==> config.mk <==
export PLATFORM = sky130hd
export DESIGN_NAME = serfifo_ctl
export DESIGN_NICKNAME = d
export VERILOG_FILES = /design/src/rtl/serfifo_pkg.sv /design/src/rtl/serfifo_cfg.sv /design/src/rtl/serfifo_buf.sv /design/src/rtl/serfifo_rdy.sv /design/src/rtl/serfifo_ctl.sv
export SDC_FILE = /design/constraint.sdc
export NUM_CORES = 1
export LEC_CHECK = 0
export ABC_AREA = 1
export BUFFER_PORTS_ARGS = -buffer_cell sky130_fd_sc_hd__buf_2
export CORE_MARGIN = 10
export CORE_UTILIZATION = 55
export DETAILED_ROUTE_END_ITERATION = 7
export HOLD_SLACK_MARGIN = 0.08
export PLACE_DENSITY_LB_ADDON = 0.08
export SYNTH_ARGS = -nofsm -noshare
export SYNTH_HDL_FRONTEND = slang
export SYNTH_SLANG_ARGS = --single-unit
==> constraint.sdc <==
create_clock -name clk -period 2.42 [get_ports clk]
set_input_delay 0.363 -clock clk [delete_from_list [all_inputs] [get_ports clk]]
set_output_delay 0.363 -clock clk [all_outputs]
set_load 0.01 [all_outputs]
==> src/rtl/serfifo_pkg.sv <==
package serfifo_pkg;
  localparam int BYTE_W    = 8;
  localparam int EN_BIT    = 0;
  localparam int RXCLR_BIT = 1;
  localparam int TXCLR_BIT = 2;
  localparam int MODE_BIT  = 3;
  localparam int TRIG_LO   = 6;
  localparam int TRIG_LVL0 = 1;
  localparam int TRIG_LVL1 = 4;
  localparam int TRIG_LVL2 = 8;
  localparam int TRIG_LVL3 = 14;

  typedef struct packed {
    logic [1:0] trig;
    logic       dma_mode;
    logic       en;
  } cfg_t;
endpackage

==> src/rtl/serfifo_cfg.sv <==
module serfifo_cfg
  import serfifo_pkg::*;
(
  input  logic              clk,
  input  logic              rst_n,
  input  logic              reg_wr,
  input  logic [BYTE_W-1:0] reg_wdata,
  output cfg_t              cfg,
  output logic              rx_flush,
  output logic              tx_flush,
  output logic [BYTE_W-1:0] cfg_q
);
  logic arm_wr;
  logic en_drop;

  assign arm_wr  = reg_wr & reg_wdata[EN_BIT];
  assign en_drop = reg_wr & cfg.en & ~reg_wdata[EN_BIT];

  always_ff @(posedge clk or negedge rst_n) begin
    if (!rst_n) begin
      cfg <= '0;
    end else if (reg_wr) begin
      cfg.en <= reg_wdata[EN_BIT];
      if (reg_wdata[EN_BIT]) begin
        cfg.dma_mode <= reg_wdata[MODE_BIT];
        cfg.trig     <= reg_wdata[TRIG_LO+1:TRIG_LO];
      end
    end
  end

  assign rx_flush = en_drop | (arm_wr & reg_wdata[RXCLR_BIT]);
  assign tx_flush = en_drop | (arm_wr & reg_wdata[TXCLR_BIT]);

  always_comb begin
    cfg_q                       = '0;
    cfg_q[EN_BIT]               = cfg.en;
    cfg_q[MODE_BIT]             = cfg.dma_mode;
    cfg_q[TRIG_LO+1:TRIG_LO]    = cfg.trig;
  end


  keep_bits_chk: assert property (@(posedge clk) disable iff (!rst_n)
    (reg_wr && !reg_wdata[EN_BIT]) |=> ($stable(cfg.trig) && $stable(cfg.dma_mode) && !cfg.en));
endmodule

==> src/rtl/serfifo_buf.sv <==
module serfifo_buf #(
  parameter int DW    = 8,
  parameter int DEPTH = 16,
  localparam int AW   = (DEPTH > 1) ? $clog2(DEPTH) : 1,
  localparam int CW   = $clog2(DEPTH + 1)
) (
  input  logic          clk,
  input  logic          rst_n,
  input  logic          flush,
  input  logic [CW-1:0] cap,
  input  logic          in_valid,
  input  logic [DW-1:0] in_data,
  output logic          in_ready,
  input  logic          pop,
  output logic [DW-1:0] out_data,
  output logic [CW-1:0] count,
  output logic          ovf
);
  logic [DW-1:0] mem [DEPTH];
  logic [AW-1:0] wptr, rptr;
  logic          do_push, do_pop, has_data;

  function automatic logic [AW-1:0] step(input logic [AW-1:0] p);
    return (p == AW'(DEPTH - 1)) ? '0 : p + 1'b1;
  endfunction

  assign has_data = (count != '0);
  assign in_ready = (count < cap);
  assign do_push  = in_valid & in_ready & ~flush;
  assign do_pop   = pop & has_data & ~flush;
  assign out_data = has_data ? mem[rptr] : '0;

  always_ff @(posedge clk or negedge rst_n) begin
    if (!rst_n) begin
      wptr  <= '0;
      rptr  <= '0;
      count <= '0;
      ovf   <= 1'b0;
    end else begin
      ovf <= in_valid & ~in_ready & ~flush;
      if (flush) begin
        wptr  <= '0;
        rptr  <= '0;
        count <= '0;
      end else begin
        if (do_push) wptr <= step(wptr);
        if (do_pop)  rptr <= step(rptr);
        case ({do_push, do_pop})
          2'b10:   count <= count + 1'b1;
          2'b01:   count <= count - 1'b1;
          default: count <= count;
        endcase
      end
    end
  end

  always_ff @(posedge clk) begin
    if (do_push) mem[wptr] <= in_data;
  end


  depth_bound_chk: assert property (@(posedge clk) disable iff (!rst_n)
    count <= CW'(DEPTH));

  flush_empty_chk: assert property (@(posedge clk) disable iff (!rst_n)
    flush |=> (count == '0));

  no_overflow_chk: assert property (@(posedge clk) disable iff (!rst_n)
    (in_valid && !in_ready && !flush) |=> ovf);

  pop_empty_chk: assert property (@(posedge clk) disable iff (!rst_n)
    (pop && count == '0 && !in_valid) |=> (count == '0));
endmodule

==> src/rtl/serfifo_rdy.sv <==
module serfifo_rdy
  import serfifo_pkg::*;
#(
  parameter int DEPTH = 16,
  localparam int CW   = $clog2(DEPTH + 1)
) (
  input  logic          clk,
  input  logic          rst_n,
  input  cfg_t          cfg,
  input  logic [CW-1:0] tx_count,
  input  logic [CW-1:0] rx_count,
  input  logic          rx_timeout,
  output logic          txrdy,
  output logic          rxrdy
);
  logic [CW-1:0] trig_n;
  logic          mode1, rx_any, hit, armed_q;

  always_comb begin
    case (cfg.trig)
      2'b00:   trig_n = CW'(TRIG_LVL0);
      2'b01:   trig_n = CW'(TRIG_LVL1);
      2'b10:   trig_n = CW'(TRIG_LVL2);
      default: trig_n = CW'(TRIG_LVL3);
    endcase
  end

  assign mode1  = cfg.en & cfg.dma_mode;
  assign rx_any = (rx_count != '0);
  assign hit    = (rx_count >= trig_n) | rx_timeout;

  always_ff @(posedge clk or negedge rst_n) begin
    if (!rst_n) armed_q <= 1'b0;
    else        armed_q <= mode1 & rx_any & (armed_q | hit);
  end

  assign txrdy = mode1 ? (tx_count == CW'(DEPTH)) : (tx_count != '0);
  assign rxrdy = mode1 ? (~rx_any | ~(armed_q | hit)) : ~rx_any;


  rx_sticky_chk: assert property (@(posedge clk) disable iff (!rst_n)
    (mode1 && !rxrdy && rx_any) |=> (!rxrdy || rx_count == '0 || !mode1));

  rx_empty_chk: assert property (@(posedge clk) disable iff (!rst_n)
    (rx_count == '0) |-> rxrdy);
endmodule

==> src/rtl/serfifo_ctl.sv <==
module serfifo_ctl
  import serfifo_pkg::*;
#(
  parameter int DEPTH = 16,
  localparam int CW   = $clog2(DEPTH + 1)
) (
  input  logic              clk,
  input  logic              rst_n,
  input  logic              reg_wr,
  input  logic [BYTE_W-1:0] reg_wdata,
  output logic [BYTE_W-1:0] cfg_q,
  input  logic              tx_in_valid,
  input  logic [BYTE_W-1:0] tx_in_data,
  output logic              tx_in_ready,
  input  logic              tx_pop,
  output logic [BYTE_W-1:0] tx_out_data,
  output logic [CW-1:0]     tx_count,
  output logic              tx_ovf,
  input  logic              rx_in_valid,
  input  logic [BYTE_W-1:0] rx_in_data,
  output logic              rx_in_ready,
  input  logic              rx_pop,
  output logic [BYTE_W-1:0] rx_out_data,
  output logic [CW-1:0]     rx_count,
  output logic              rx_ovf,
  input  logic              rx_timeout,
  output logic              txrdy,
  output logic              rxrdy
);
  cfg_t          cfg;
  logic          rx_flush, tx_flush;
  logic [CW-1:0] cap;

  assign cap = cfg.en ? CW'(DEPTH) : CW'(1);

  serfifo_cfg u_cfg (
    .clk(clk), .rst_n(rst_n), .reg_wr(reg_wr), .reg_wdata(reg_wdata),
    .cfg(cfg), .rx_flush(rx_flush), .tx_flush(tx_flush), .cfg_q(cfg_q)
  );

  serfifo_buf #(.DW(BYTE_W), .DEPTH(DEPTH)) u_txq (
    .clk(clk), .rst_n(rst_n), .flush(tx_flush), .cap(cap),
    .in_valid(tx_in_valid), .in_data(tx_in_data), .in_ready(tx_in_ready),
    .pop(tx_pop), .out_data(tx_out_data), .count(tx_count), .ovf(tx_ovf)
  );

  serfifo_buf #(.DW(BYTE_W), .DEPTH(DEPTH)) u_rxq (
    .clk(clk), .rst_n(rst_n), .flush(rx_flush), .cap(cap),
    .in_valid(rx_in_valid), .in_data(rx_in_data), .in_ready(rx_in_ready),
    .pop(rx_pop), .out_data(rx_out_data), .count(rx_count), .ovf(rx_ovf)
  );

  serfifo_rdy #(.DEPTH(DEPTH)) u_rdy (
    .clk(clk), .rst_n(rst_n), .cfg(cfg), .tx_count(tx_count),
    .rx_count(rx_count), .rx_timeout(rx_timeout), .txrdy(txrdy), .rxrdy(rxrdy)
  );
endmodule

[After elaboration in Yosys (flattened, before gate mapping)]
Memory sizes are Yosys's and may differ from the RTL's.
Index checks and enable logic that the tools add are counted.
Storage, ports and cells
  memories: 2
  bits of input ports: 32
  bits in writable memories: 256
  register bits: 33
  latch bits: 0
  bits in read-only memories: 0
  logic and storage cells: 104
Memories
  u_rxq.mem: depth 16, bits a word 8, rd ports 1, clocked after Yosys merged registers in 0, wr ports 1, line serfifo_buf.sv:19  | logic [DW-1:0] mem [DEPTH];
  u_txq.mem: depth 16, bits a word 8, rd ports 1, clocked after Yosys merged registers in 0, wr ports 1, line serfifo_buf.sv:19
Cells by class
  reductions and logical operators: 10
  div/mod/pow operators: 0
  mux-type cells: 26
  shift-type cells: 0
  add/subtract/negate cells: 8
  bitwise logic cells: 32
  equal/unequal tests: 11
  order comparisons: 3
  multipliers: 0
Operators with widths (count)
  two-way mux 4 bit: 12
  AND 1 bit: 20
  case mux 5 bit (2 select lines): 2
  adder 4 x 1 -> 4 bit, second input constant: 4
  == test 4 bit, second input constant: 4
  two-way mux 8 bit: 2
  two-way mux 5 bit: 3
  case mux 4 bit (3 select lines): 1
  adder 5 x 1 -> 5 bit, second input constant: 2
  less-than comparator 5 bit: 2
  nonzero test 5 bit: 2
  subtractor 5 x 1 -> 5 bit, second input constant: 2
  nonzero test 2 bit: 4
  inverter 1 bit: 7
  == test 2 x 1 -> 1 bit, second input constant: 3
  == test 2 bit, second input constant: 3
  two-way mux 1 bit: 6
  nonzero test 3 bit: 2
  == test 5 bit, second input constant: 1
  >= comparator 5 x 4 -> 1 bit: 1
  OR 1 bit: 5
  zero test 2 bit: 1
  AND reduction 2 bit: 1

[Longest topological paths before layout]
Gate-level depths: netlist (run 1).
  depth in word-level cells: 8
  depth in mapped cells: 18

[Hierarchy]
From an unflattened synthesis (run 1), not the netlist that was laid out.
Second synthesis, totals
  cell total of the unflattened synthesis: 1076
  area total of the unflattened synthesis: 12746.0 sq um
By module, submodules not included
  serfifo_buf: cells an instance 504, instances 2, area each 6143.4 sq um
  serfifo_cfg: cells an instance 32, instances 1, area each 245.2 sq um
  serfifo_rdy: cells an instance 34, instances 1, area each 206.4 sq um
  serfifo_ctl: cells an instance 2, instances 1, area each 7.5 sq um

[Worst setup path before layout (run 1)]
OpenSTA, ideal clock, no wires.
  path kind: register -> register
  from: register, netlist name u_cfg.cfg[0]
  to: memory u_rxq.mem[15][0], enable pin
  stages on the path, launching flop included: 7
  library setup time: 383 ps
  clock period less this slack: 2365 ps
  data arrival time: 1981 ps
  setup slack: 55 ps
  cells stage by stage: dfrtp_1 -> inv_1 -> ha_1 -> or2_2 -> nand2_2 -> nand2_4 -> nor3_1
RTL lines
  two-way mux 5 bit: line serfifo_ctl.sv:34  | assign cap = cfg.en ? CW'(DEPTH) : CW'(1);
  less-than comparator 5 bit: line serfifo_buf.sv:28  | assign in_ready = (count < cap);
  via rx_in_ready: line serfifo_ctl.sv:21  | output logic rx_in_ready,
  AND 1 bit (2 in series): line serfifo_buf.sv:29  | assign do_push = in_valid & in_ready & ~flush;
  two-way mux 1 bit: line serfifo_buf.sv:58  | if (do_push) mem[wptr] <= in_data;
  two-way mux 1 bit (implied by the code): line serfifo_buf.sv:58
  end, declared: line serfifo_buf.sv:19
The timed path passes the listed nets, and every way through them passes these cells.

[Worst setup path after layout (run 1)]
  from: register u_rxq.rptr[0]
  to: output rx_out_data[0]
On the way
  word-level cells in the longest chain between the ends: 2
Ends and longest elaborated chain
  start, declared: line serfifo_buf.sv:20  | logic [AW-1:0] wptr, rptr;
  start signal, assigned: line serfifo_buf.sv:47  | if (do_pop) rptr <= step(rptr);
  memory (16 x 8 bit)
  two-way mux 8 bit: line serfifo_buf.sv:31  | assign out_data = has_data ? mem[rptr] : '0;
  end, declared: line serfifo_ctl.sv:23  | output logic [BYTE_W-1:0] rx_out_data,
Every way passes these cells.

==> results of run 1 <==
## cells in the final DEF, fill, tap and decap left out, types with 7 or more instances in the layout
cell type	Yosys	routed
a21oi_2	0	16
buf_12	0	12
a21oi_1	66	45
edfxtp_1	256	256
ha_1	18	18
mux2i_1	32	32
a211oi_2	0	15
buf_2	8	66
o22ai_1	21	17
nand3_1	25	24
buf_4	8	60
inv_1	43	37
nor2_4	3	10
buf_6	0	7
clkbuf_16	0	37
o21ai_0	63	57
dfrtp_1	33	29
nor3_1	24	16
nand2_2	7	11
a221oi_2	0	12
nor2_2	2	18
o221ai_2	0	10
clkbuf_1	26	13
nand2_1	196	185
nor2_1	97	74
nand2_4	5	12
inv_2	6	7
## Yosys cell counts, drive strengths merged
master / n / share of area (%)
a211oi: 16 / 0.97
a21boi: 1 / 0.061
a21oi: 66 / 2.7
a221oi: 16 / 1.1
a31oi: 1 / 0.051
buf: 16 / 0.81
clkbuf: 26 / 0.79
clkinv: 4 / 0.12
conb: 1 / 0.030
dfrtp: 33 / 6.7
edfxtp: 256 / 62
ha: 18 / 1.8
inv: 50 / 1.5
mux2i: 32 / 2.6
nand2: 208 / 6.8
nand3: 30 / 1.4
nand3b: 4 / 0.24
nor2: 102 / 3.3
nor3: 24 / 0.97
nor3b: 1 / 0.061
nor4: 1 / 0.051
o21a: 1 / 0.061
o21ai: 65 / 2.7
o221ai: 16 / 1.1
o22ai: 22 / 1.2
o32ai: 1 / 0.071
or2: 2 / 0.10
xnor2: 3 / 0.21
xor2: 3 / 0.21
## kinds of logic (layout without fill, tap and decap cells)
group	count (synthesis)	after routing	synth area share, %
flops	289	289	68.92
buf+inv	96	276	3.261
simple gates	372	372	12.93
fa+ha+maj	18	18	1.823
mux	32	32	2.593
compound gates	205	205	10.02
xor+xnor	6	6	0.4255
other cells	1	4	0.03036
## final timing paths
path / from / end / slack [ps] / cells after the start
worst min register to register: u_cfg.cfg[1]$_DFFE_PN0N_ / u_cfg.cfg[1]$_DFFE_PN0N_ / 530 / 2
worst min-delay path: rx_in_valid / u_rxq.ovf$_DFF_PN0_ / 100 / 3
worst max register to register: u_cfg.cfg[0]$_DFFE_PN0P_ / u_rxq.count[4]$_DFFE_PN0P_ / 200 / 16
worst max-delay path: u_rxq.rptr[0]$_DFFE_PN0P_ / rx_out_data[0] / -170 / 7
max in group asynchronous: rst_n / u_rxq.rptr[0]$_DFFE_PN0P_ / 1400 / 2
min in group asynchronous: rst_n / u_txq.count[0]$_DFFE_PN0P_ / 450 / 2
## per-layer routing
layer | wire [um] | share of wire [%] | GRT usage [%]
met3 | 2949 | 9.2 | 3.702
met2 | 14980 | 47 | 33.09
met1 | 13500 | 42 | 29.68
met4 | 464 | 1.5 | 4.922
met5 | 0 | 0 | 0
## registers in the layout, summed over array words and instances, names as in the netlist
| name | cells |
|---|---|
| u_rxq.count | 5 |
| u_rxq.ovf | 1 |
| u_txq.ovf | 1 |
| u_rdy.armed_q | 1 |
| u_txq.rptr | 4 |
| u_cfg.cfg | 4 |
| u_txq.count | 5 |
| u_rxq.rptr | 4 |
| u_txq.wptr | 4 |
| u_txq.mem | 128 |
| u_rxq.wptr | 4 |
| u_rxq.mem | 128 |
## power groups by stage
stage | Combinational [W] | Clock, W | Sequential (W)
floorplan | 0.00346 | 0 | 0.00609
global placement | 0.00540 | 0 | 0.00610
detailed placement | 0.00547 | 0 | 0.00611
CTS | 0.00680 | 0.00436 | 0.00603
global route | 0.00839 | 0.00459 | 0.00609
finish | 0.00779 | 0.00433 | 0.00605
## repair_timing
item	CTS	global route
hold buffers	6	0
setup buffers	13	9
gates resized for setup	103	89
endpoints found under the hold margin	38	0
setup endpoints to repair	17	20
cloned	8	9
pin swaps	30	56
## layout make-up
type                            instances  area share, %
Tap cell                              280          2.243
Clock inverter                         11         0.5126
Timing Repair Buffer                  166          9.764
Sequential cell                       289          54.53
Inverter                               54          1.458
Clock buffer                           45          5.366
Multi-Input combinational cell        637          26.13
## stage by stage
step / utilization, % / std cells / area (sq um) / setup TNS (ps) / total power, W
floorplan: - / 1022 / 12360 / 0 / 0.009552
global placement: 60.71 / 1383 / 13330 / 0 / 0.01150
detailed placement: 60.71 / 1383 / 13330 / 0 / 0.01158
CTS: 68.51 / 1466 / 15040 / -934.6 / 0.01719
global route: 71.14 / 1482 / 15620 / -2644 / 0.01906
finish: 71.14 / 1482 / 15620 / -1401 / 0.01817
## worst min-delay path, delay by kind of cell
| family | cells | cell delay (ps) |
|---|---|---|
| buf+inv | 2 | 180 |
| simple gates | 1 | 60 |
==> results.yml, run 1 <==
outcome:
  status: "complete, but fails checks"
  violations: "negative setup slack"
routing:
  dr.pass1.iters: 5
  final_antenna_net_count: 0
  wl_um: 31890
  drtIter0Drc: 825
  drc_errors: 0
  wl_per_cell_um: 21.52
  vias_per_cell: 5.937
  vias: 8799
timing:
  max_freq_mhz: 386.3
  tightest_slew_ps: 816.0
  whs_ps: 100.6
  rsz0062_at_grt: "true"
  slew_headroom_pct: 45.60
  hold_violations: 0
  setup_viol: 16
  slew_violations: 0
  period_share_pct: 107.0
  fin_crit_ps: 2589
  setup_ws_ps: -168.8
  finClkSkew_ps: 7.986
critical_path:
  required_ps: 2060
  cpPeakStageDelay_ps: 460
  critical_path.startpoint_type: "register"
  crit_slowest_cell: "dfrtp_2"
  critPathKind: "register to primary output"
  cp_data_arrival_time_ps: 2230
  crit_fanout: 17
  cp-end-kind: "primary output"
  critPathBufInv: 3
  cp_top_family: "compound AO/OA/AOI/OAI gates"
  crit_chain: "buf_4 -> buf_12 -> o21ai_0 -> o22ai_1 -> nand2_1 -> a211oi_2 -> buf_2"
synthesis:
  ys_types: 39
  synth_area_sq_um: 12350
  syn_area_per_cell_sq_um: 12.12
  yosys_register_bits: 289
  synth_warnings: 0
  seq_area_frac_synth_pct: 68.92
  synthCells: 1019
global_route:
  antenna_found_initial: 0
  grt_max_degree: 35
  grt_pass1_wl_um: 47350
  grt_pass1_vias: 8486
  grt.overflow.total: 0
  track_usage_pct: 20.93
worst_hold_path:
  hold_path.class: "primary input to register"
cells_and_area:
  register_area_sq_um: 8518
  final_layout_size_suffix_gt1_share_pct: 29.53
  fin_nets: 1228
  multi_input_area_sq_um: 4081
  n_antenna_cell: 0
  area_delta_synth_final_pct: 26.46
  num-fill-cells: 1443
floorplanning:
  ios: 72
  die_area_sq_um: 28850
  initial_core_util_pct: 56.26
  core_area_sq_um: 21960
  rows: 54
  die_w_um: 169.9
  chipHeight_um: 169.9
pwr:
  p_switching_w: 0.006689
  power.density_nw_per_um2: 1163
  p_sw_share_pct: 36.81
  vdd_ir_drop_max_uv: 697.2
  seq_power_share_pct: 33.3
  clockPowerShare_pct: 23.8
  p_int_w: 0.01148
  pwr-share-comb_pct: 42.9
  leakage_nw: 5.854
clocking:
  numCtsBuffers: 30
  htreeDepth: 1
  clockBufferDepth: 3
  clkTransAtPathRegs_ps: 60
  cts_tree: "done"
  clk_latency_ps: 550
  cts-root-buf: "clkbuf_16"
  clock_sinks: 289
placement:
  routabilityCongestion: 0.8604
  port_buffers: 65
  dp_hpwl_um: 18010
  dp_slack_ps: 131.1
flow_run:
  drv_cap: 0
Note: power is estimated with default switching activity, not from simulation.
==> run 2, diff against run 1 <==
--- a/config.mk
+++ b/config.mk
@@ -9,6 +9,7 @@
 export BUFFER_PORTS_ARGS = -buffer_cell sky130_fd_sc_hd__buf_2
 export CORE_MARGIN = 10
 export CORE_UTILIZATION = 55
+export CTS_BUF_LIST = sky130_fd_sc_hd__clkbuf_4 sky130_fd_sc_hd__clkbuf_8 sky130_fd_sc_hd__clkbuf_16
 export DETAILED_ROUTE_END_ITERATION = 7
 export HOLD_SLACK_MARGIN = 0.08
 export PLACE_DENSITY_LB_ADDON = 0.08
==> run 2 against run 1 <==
- final area down 0.79%
- combinational power down 2.7%
- critical path depth unchanged
- clock power up 3%
- total power down 0.45%
- sequential power about the same
- utilization down 0.56 points
- largest cell class unchanged
- final cell count down 0.40%
- the run still ends with negative setup slack left
- clock-buffer cell count unchanged
- sequential share of layout area up 0.44 points
==> results.yml, run 2 (same netlist as run 1, synthesis figures left out) <==
timing:
  tightest_slew_ps: 836.3
  slew_violations: 0
  slew_headroom_pct: 44.25
  setup_viol: 17
  hold_violations: 0
  finClkSkew_ps: 8.342
  period_share_pct: 106.4
  setup_ws_ps: -153.9
  fin_crit_ps: 2574
  whs_ps: 99.10
  rsz0062_at_grt: "true"
  max_freq_mhz: 388.5
  fin_setup_tns_ps: -1301
routing:
  wl_per_cell_um: 21.50
  dr.pass1.iters: 5
  drc_errors: 0
  final_antenna_net_count: 0
  drtIter0Drc: 838
  vias_per_cell: 5.937
  wl_um: 31730
  vias: 8763
floorplanning:
  ios: 72
  die_w_um: 169.9
  die_area_sq_um: 28850
  core_area_sq_um: 21960
  chipHeight_um: 169.9
  initial_core_util_pct: 56.26
  rows: 54
clocking:
  numCtsBuffers: 30
  clock_sinks: 289
  clockBufferDepth: 3
  clkTransAtPathRegs_ps: 60
  cts-root-buf: "clkbuf_16"
  htreeDepth: 1
  cts_tree: "done"
  clk_latency_ps: 550
placement:
  port_buffers: 65
  dp_slack_ps: 131.1
  dp_hpwl_um: 18010
  dp_cells: 1383
  routabilityCongestion: 0.8604
worst_hold_path:
  min_to: "u_rxq.ovf$_DFF_PN0_"
  min-delay-start: "rx_in_valid"
  hold_path.class: "primary input to register"
  holdPathStages: 3
global_route:
  grt_max_degree: 35
  grt_pass1_wl_um: 47120
  grt_pass1_vias: 8400
  antenna_found_initial: 0
  track_usage_pct: 20.79
  grt.overflow.total: 0
outcome:
  violations: "negative setup slack"
  status: "complete, but fails checks"
critical_path:
  reg2reg_slack_ps: 190
  crit_fanout: 8
  critical_path.startpoint_type: "register"
  critPathKind: "register to primary output"
  required_ps: 2060
  cp-end-kind: "primary output"
  r2r_cells: 9
  r2r-start: "u_cfg.cfg[0]$_DFFE_PN0P_"
  cp_data_arrival_time_ps: 2210
  r2r-end: "u_rxq.mem[4][2]$_DFFE_PP_"
cells_and_area:
  final_cells: 1476
  multi_input_area_sq_um: 3960
  final_layout_size_suffix_gt1_share_pct: 29.35
  fin_nets: 1222
  area_delta_synth_final_pct: 25.45
  register_area_sq_um: 8518
  most-common-layout-cells: "edfxtp_1, nand2_1, nor2_1"
  n_antenna_cell: 0
  num-fill-cells: 1466
  reg_top3: "u_rxq.mem x128, u_txq.mem x128"
  final_common_cell: "edfxtp_1"
pwr:
  vdd_ir_drop_max_uv: 702.8
  power.density_nw_per_um2: 1167
  leakage_nw: 5.839
flow_run:
  drv_cap: 0
## run 2: changes by cell type in the layout (fill, tap and decap cells not counted), sizes merged
cell	before	now
buf	153	147
## run 2: what timing repair did
item / CTS / global route
cloned: 7 / 7
gates resized for setup: 93 / 68
setup endpoints to repair: 17 / 20
pin swaps: 21 / 39
hold buffers: 6 / 0
hold endpoints to repair: 38 / 0
setup buffers: 12 / 7
## run 2: worst max-delay path, cell delays in order (launching register included)
cell,delay [ps]
dfrtp_2,460
buf_6,170
buf_12,130
a21oi_4,60
a221oi_4,350
nor2_4,80
a211oi_2,240
buf_2,170
## run 2: per-stage QoR
stage	util [%]	instance area [sq um]	total power, W
floorplan	-	12360	0.009552
global placement	60.71	13330	0.01150
detailed placement	60.71	13330	0.01158
CTS	68.56	15050	0.01727
global route	70.58	15500	0.01897
finish	70.58	15500	0.01809
## run 2: routing by layer
metal / wire length [um] / track usage, % / up-vias
met1: 13320 / 29.22 / 4341
met2: 14850 / 32.53 / 383
li1: - / - / 4001
met5: 0 / 0 / -
met4: 476 / 4.617 / 0
met3: 3086 / 4.697 / 38
## run 2: how the worst max path moves through the flow
stage,from,end,slack (ps),depth (start not counted)
2_1_floorplan,u_cfg.cfg[0]$_DFFE_PN0P_,u_rxq.mem[15][0]$_DFFE_PP_,60,6
3_3_place_gp,u_cfg.cfg[0]$_DFFE_PN0P_,u_txq.count[4]$_DFFE_PN0P_,150,16
3_5_place_dp,u_cfg.cfg[0]$_DFFE_PN0P_,u_txq.count[4]$_DFFE_PN0P_,130,16
4_1_cts,u_txq.rptr[0]$_DFFE_PN0P_,tx_out_data[5],-120,7
5_1_grt,u_txq.rptr[0]$_DFFE_PN0P_,tx_out_data[5],-220,7
6_report,u_txq.rptr[0]$_DFFE_PN0P_,tx_out_data[5],-150,7
## run 2: report_power, final
part / internal (W) / switching (W) / total (W)
Sequential: 0.00575 / 0.000285 / 0.00604
Clock: 0.00263 / 0.00183 / 0.00447
Combinational: 0.00309 / 0.00449 / 0.00758
Total: 0.0115 / 0.00661 / 0.0181
## run 2: layout make-up
type	count	share of cell area [%]
Clock buffer	45	5.724
Clock inverter	11	0.5167
Inverter	54	1.607
Multi-Input combinational cell	637	25.55
Sequential cell	289	54.97
Tap cell	280	2.261
Timing Repair Buffer	160	9.373
==> run 3, diff against run 2 <==
--- a/config.mk
+++ b/config.mk
@@ -12,7 +12,7 @@
 export CTS_BUF_LIST = sky130_fd_sc_hd__clkbuf_4 sky130_fd_sc_hd__clkbuf_8 sky130_fd_sc_hd__clkbuf_16
 export DETAILED_ROUTE_END_ITERATION = 7
 export HOLD_SLACK_MARGIN = 0.08
-export PLACE_DENSITY_LB_ADDON = 0.08
+export PLACE_DENSITY = 0.73
 export SYNTH_ARGS = -nofsm -noshare
 export SYNTH_HDL_FRONTEND = slang
 export SYNTH_SLANG_ARGS = --single-unit
==> run 3 against run 2 <==
- critical path depth did not move
- final cell count rose by 0.54%
- combinational power fell by 2%
- flip-flop and latch count did not move
- setup slack got worse by 67 ps
- clock skew rose by 17 ps
- the run still ends with negative setup slack left
- non-clock buffer count rose by 11
- highest routed layer unchanged
- largest power group unchanged
- clock power rose by 5.1%
- via count rose by 1.6%
- utilization fell by 0.074 points
==> results.yml, run 3 (same netlist as run 1, synthesis figures left out) <==
timing:
  slew_violations: 0
  rsz0062_at_grt: "true"
  slew_headroom_pct: 47.28
  period_share_pct: 109.1
  fin_crit_ps: 2641
  finClkSkew_ps: 24.98
  hold_violations: 0
  setup_ws_ps: -221.1
  max_freq_mhz: 378.6
  fin_setup_tns_ps: -1875
  whs_ps: 89.96
  tightest_slew_ps: 790.8
  setup_viol: 17
pwr:
  pwr-share-comb_pct: 40.9
  seq_power_share_pct: 33.3
  finalPower_w: 0.01823
  p_switching_w: 0.006519
  power.density_nw_per_um2: 1177
  p_sw_share_pct: 35.77
  vdd_ir_drop_max_uv: 648.6
  p_int_w: 0.01171
  clockPowerShare_pct: 25.8
  leakage_nw: 5.863
global_route:
  grt_max_degree: 35
  antenna_found_initial: 0
  grt_pass1_wl_um: 46930
  grt.overflow.total: 0
  grt_pass1_vias: 8534
  track_usage_pct: 20.60
routing:
  vias_per_cell: 5.997
  drtIter0Drc: 965
  dr.pass1.iters: 5
  wl_per_cell_um: 21.37
  wl_um: 31720
  vias: 8900
  final_antenna_net_count: 0
  drc_errors: 0
cells_and_area:
  final_cells: 1484
  most-common-layout-cells: "edfxtp_1, nand2_1, nor2_1"
  final_common_cell: "edfxtp_1"
  final_layout_size_suffix_gt1_share_pct: 29.32
  reg_top3: "u_rxq.mem x128, u_txq.mem x128"
  fin_nets: 1232
  n_antenna_cell: 0
  area_delta_synth_final_pct: 25.32
  num-fill-cells: 1373
placement:
  dp_hpwl_um: 18040
  dp_cells: 1390
  routabilityCongestion: 0.8568
  port_buffers: 65
critical_path:
  cp_data_arrival_time_ps: 2280
  cp-end-kind: "primary output"
  crit_chain: "clkinvlp_4 -> buf_8 -> nor2_1 -> o22ai_1 -> nand2_1 -> a211oi_2 -> buf_2"
  cpPeakStageDelay_ps: 470
  crit_slowest_cell: "dfrtp_2"
  critical_path_depth: 7
  cp_top_family: "buffers and inverters"
  r2r_cells: 16
  crit_fanout: 17
  reg2reg_slack_ps: 190
  required_ps: 2060
  critPathKind: "register to primary output"
  critical_path.startpoint_type: "register"
  critPathBufInv: 3
clocking:
  cts_tree: "done"
  clk_latency_ps: 550
  clkTransAtPathRegs_ps: 70
  clock_sinks: 289
  htreeDepth: 1
  clockBufferDepth: 3
  numCtsBuffers: 28
  cts-root-buf: "clkbuf_16"
floorplanning:
  ios: 72
  chipHeight_um: 169.9
  initial_core_util_pct: 56.26
  core_area_sq_um: 21960
  die_w_um: 169.9
  die_area_sq_um: 28850
  rows: 54
outcome:
  violations: "negative setup slack"
  status: "complete, but fails checks"
worst_hold_path:
  hold_path.class: "primary input to register"
  holdPathStages: 2
flow_run:
  drv_cap: 0
-- run 3: through the flow --
step	setup WS, ps	utilization (%)	area (sq um)
final	-221.1	70.50	15480
after global routing	-326.1	70.50	15480
after CTS	-148.7	68.25	14990
after detailed placement	119.0	61.06	13410
after global placement	159.4	61.06	13410
after floorplan	55.45	-	12360
-- run 3: path summary, 6_finish.rpt --
| check | from | to |
|---|---|---|
| min reg2reg | u_cfg.cfg[1]$_DFFE_PN0N_ | u_cfg.cfg[1]$_DFFE_PN0N_ |
| min in group asynchronous | rst_n | u_txq.count[1]$_DFFE_PN0P_ |
| min | reg_wr | u_cfg.cfg[0]$_DFFE_PN0P_ |
| max | u_rxq.rptr[0]$_DFFE_PN0P_ | rx_out_data[1] |
| max in group asynchronous | rst_n | u_rxq.count[1]$_DFFE_PN0P_ |
| max reg2reg | u_cfg.cfg[0]$_DFFE_PN0P_ | u_rxq.count[4]$_DFFE_PN0P_ |
-- run 3: power by group through the flow --
stage | Combinational (W) | Clock, W | Sequential [W]
final | 0.00745 | 0.00470 | 0.00607
after global routing | 0.00802 | 0.00496 | 0.00609
after CTS | 0.00651 | 0.00471 | 0.00604
after detailed placement | 0.00552 | 0 | 0.00612
after global placement | 0.00543 | 0 | 0.00611
after floorplan | 0.00346 | 0 | 0.00609
-- run 3: metal layers --
metal	vias to the layer above	part of all wire [%]	GRT usage [%]
met1	4389	42	28.44
met3	44	8.4	3.309
met4	0	1.7	6.639
met5	-	0	0
met2	442	48	32.89
li1	4025	-	-
-- run 3: final cells by class --
class                   instances  area (sq um)  area share (%)
clock buffers                  40         857.1           5.536
clock inverters                12         161.4           1.043
inverters                      54         227.7           1.471
multi-input cells             637          3885           25.09
flip-flops and latches        289          8521           55.04
well taps                     280         350.3           2.263
repair buffers                171          1471           9.505
repair inverters                1         7.507         0.04849
-- run 3: repair_timing --
action,CTS,global route
hold endpoints to repair,36,0
resized for setup,77,65
hold buffers,4,0
buffers inserted,13,14
cloned,5,7
setup endpoints to repair,17,20
pin swaps,17,35
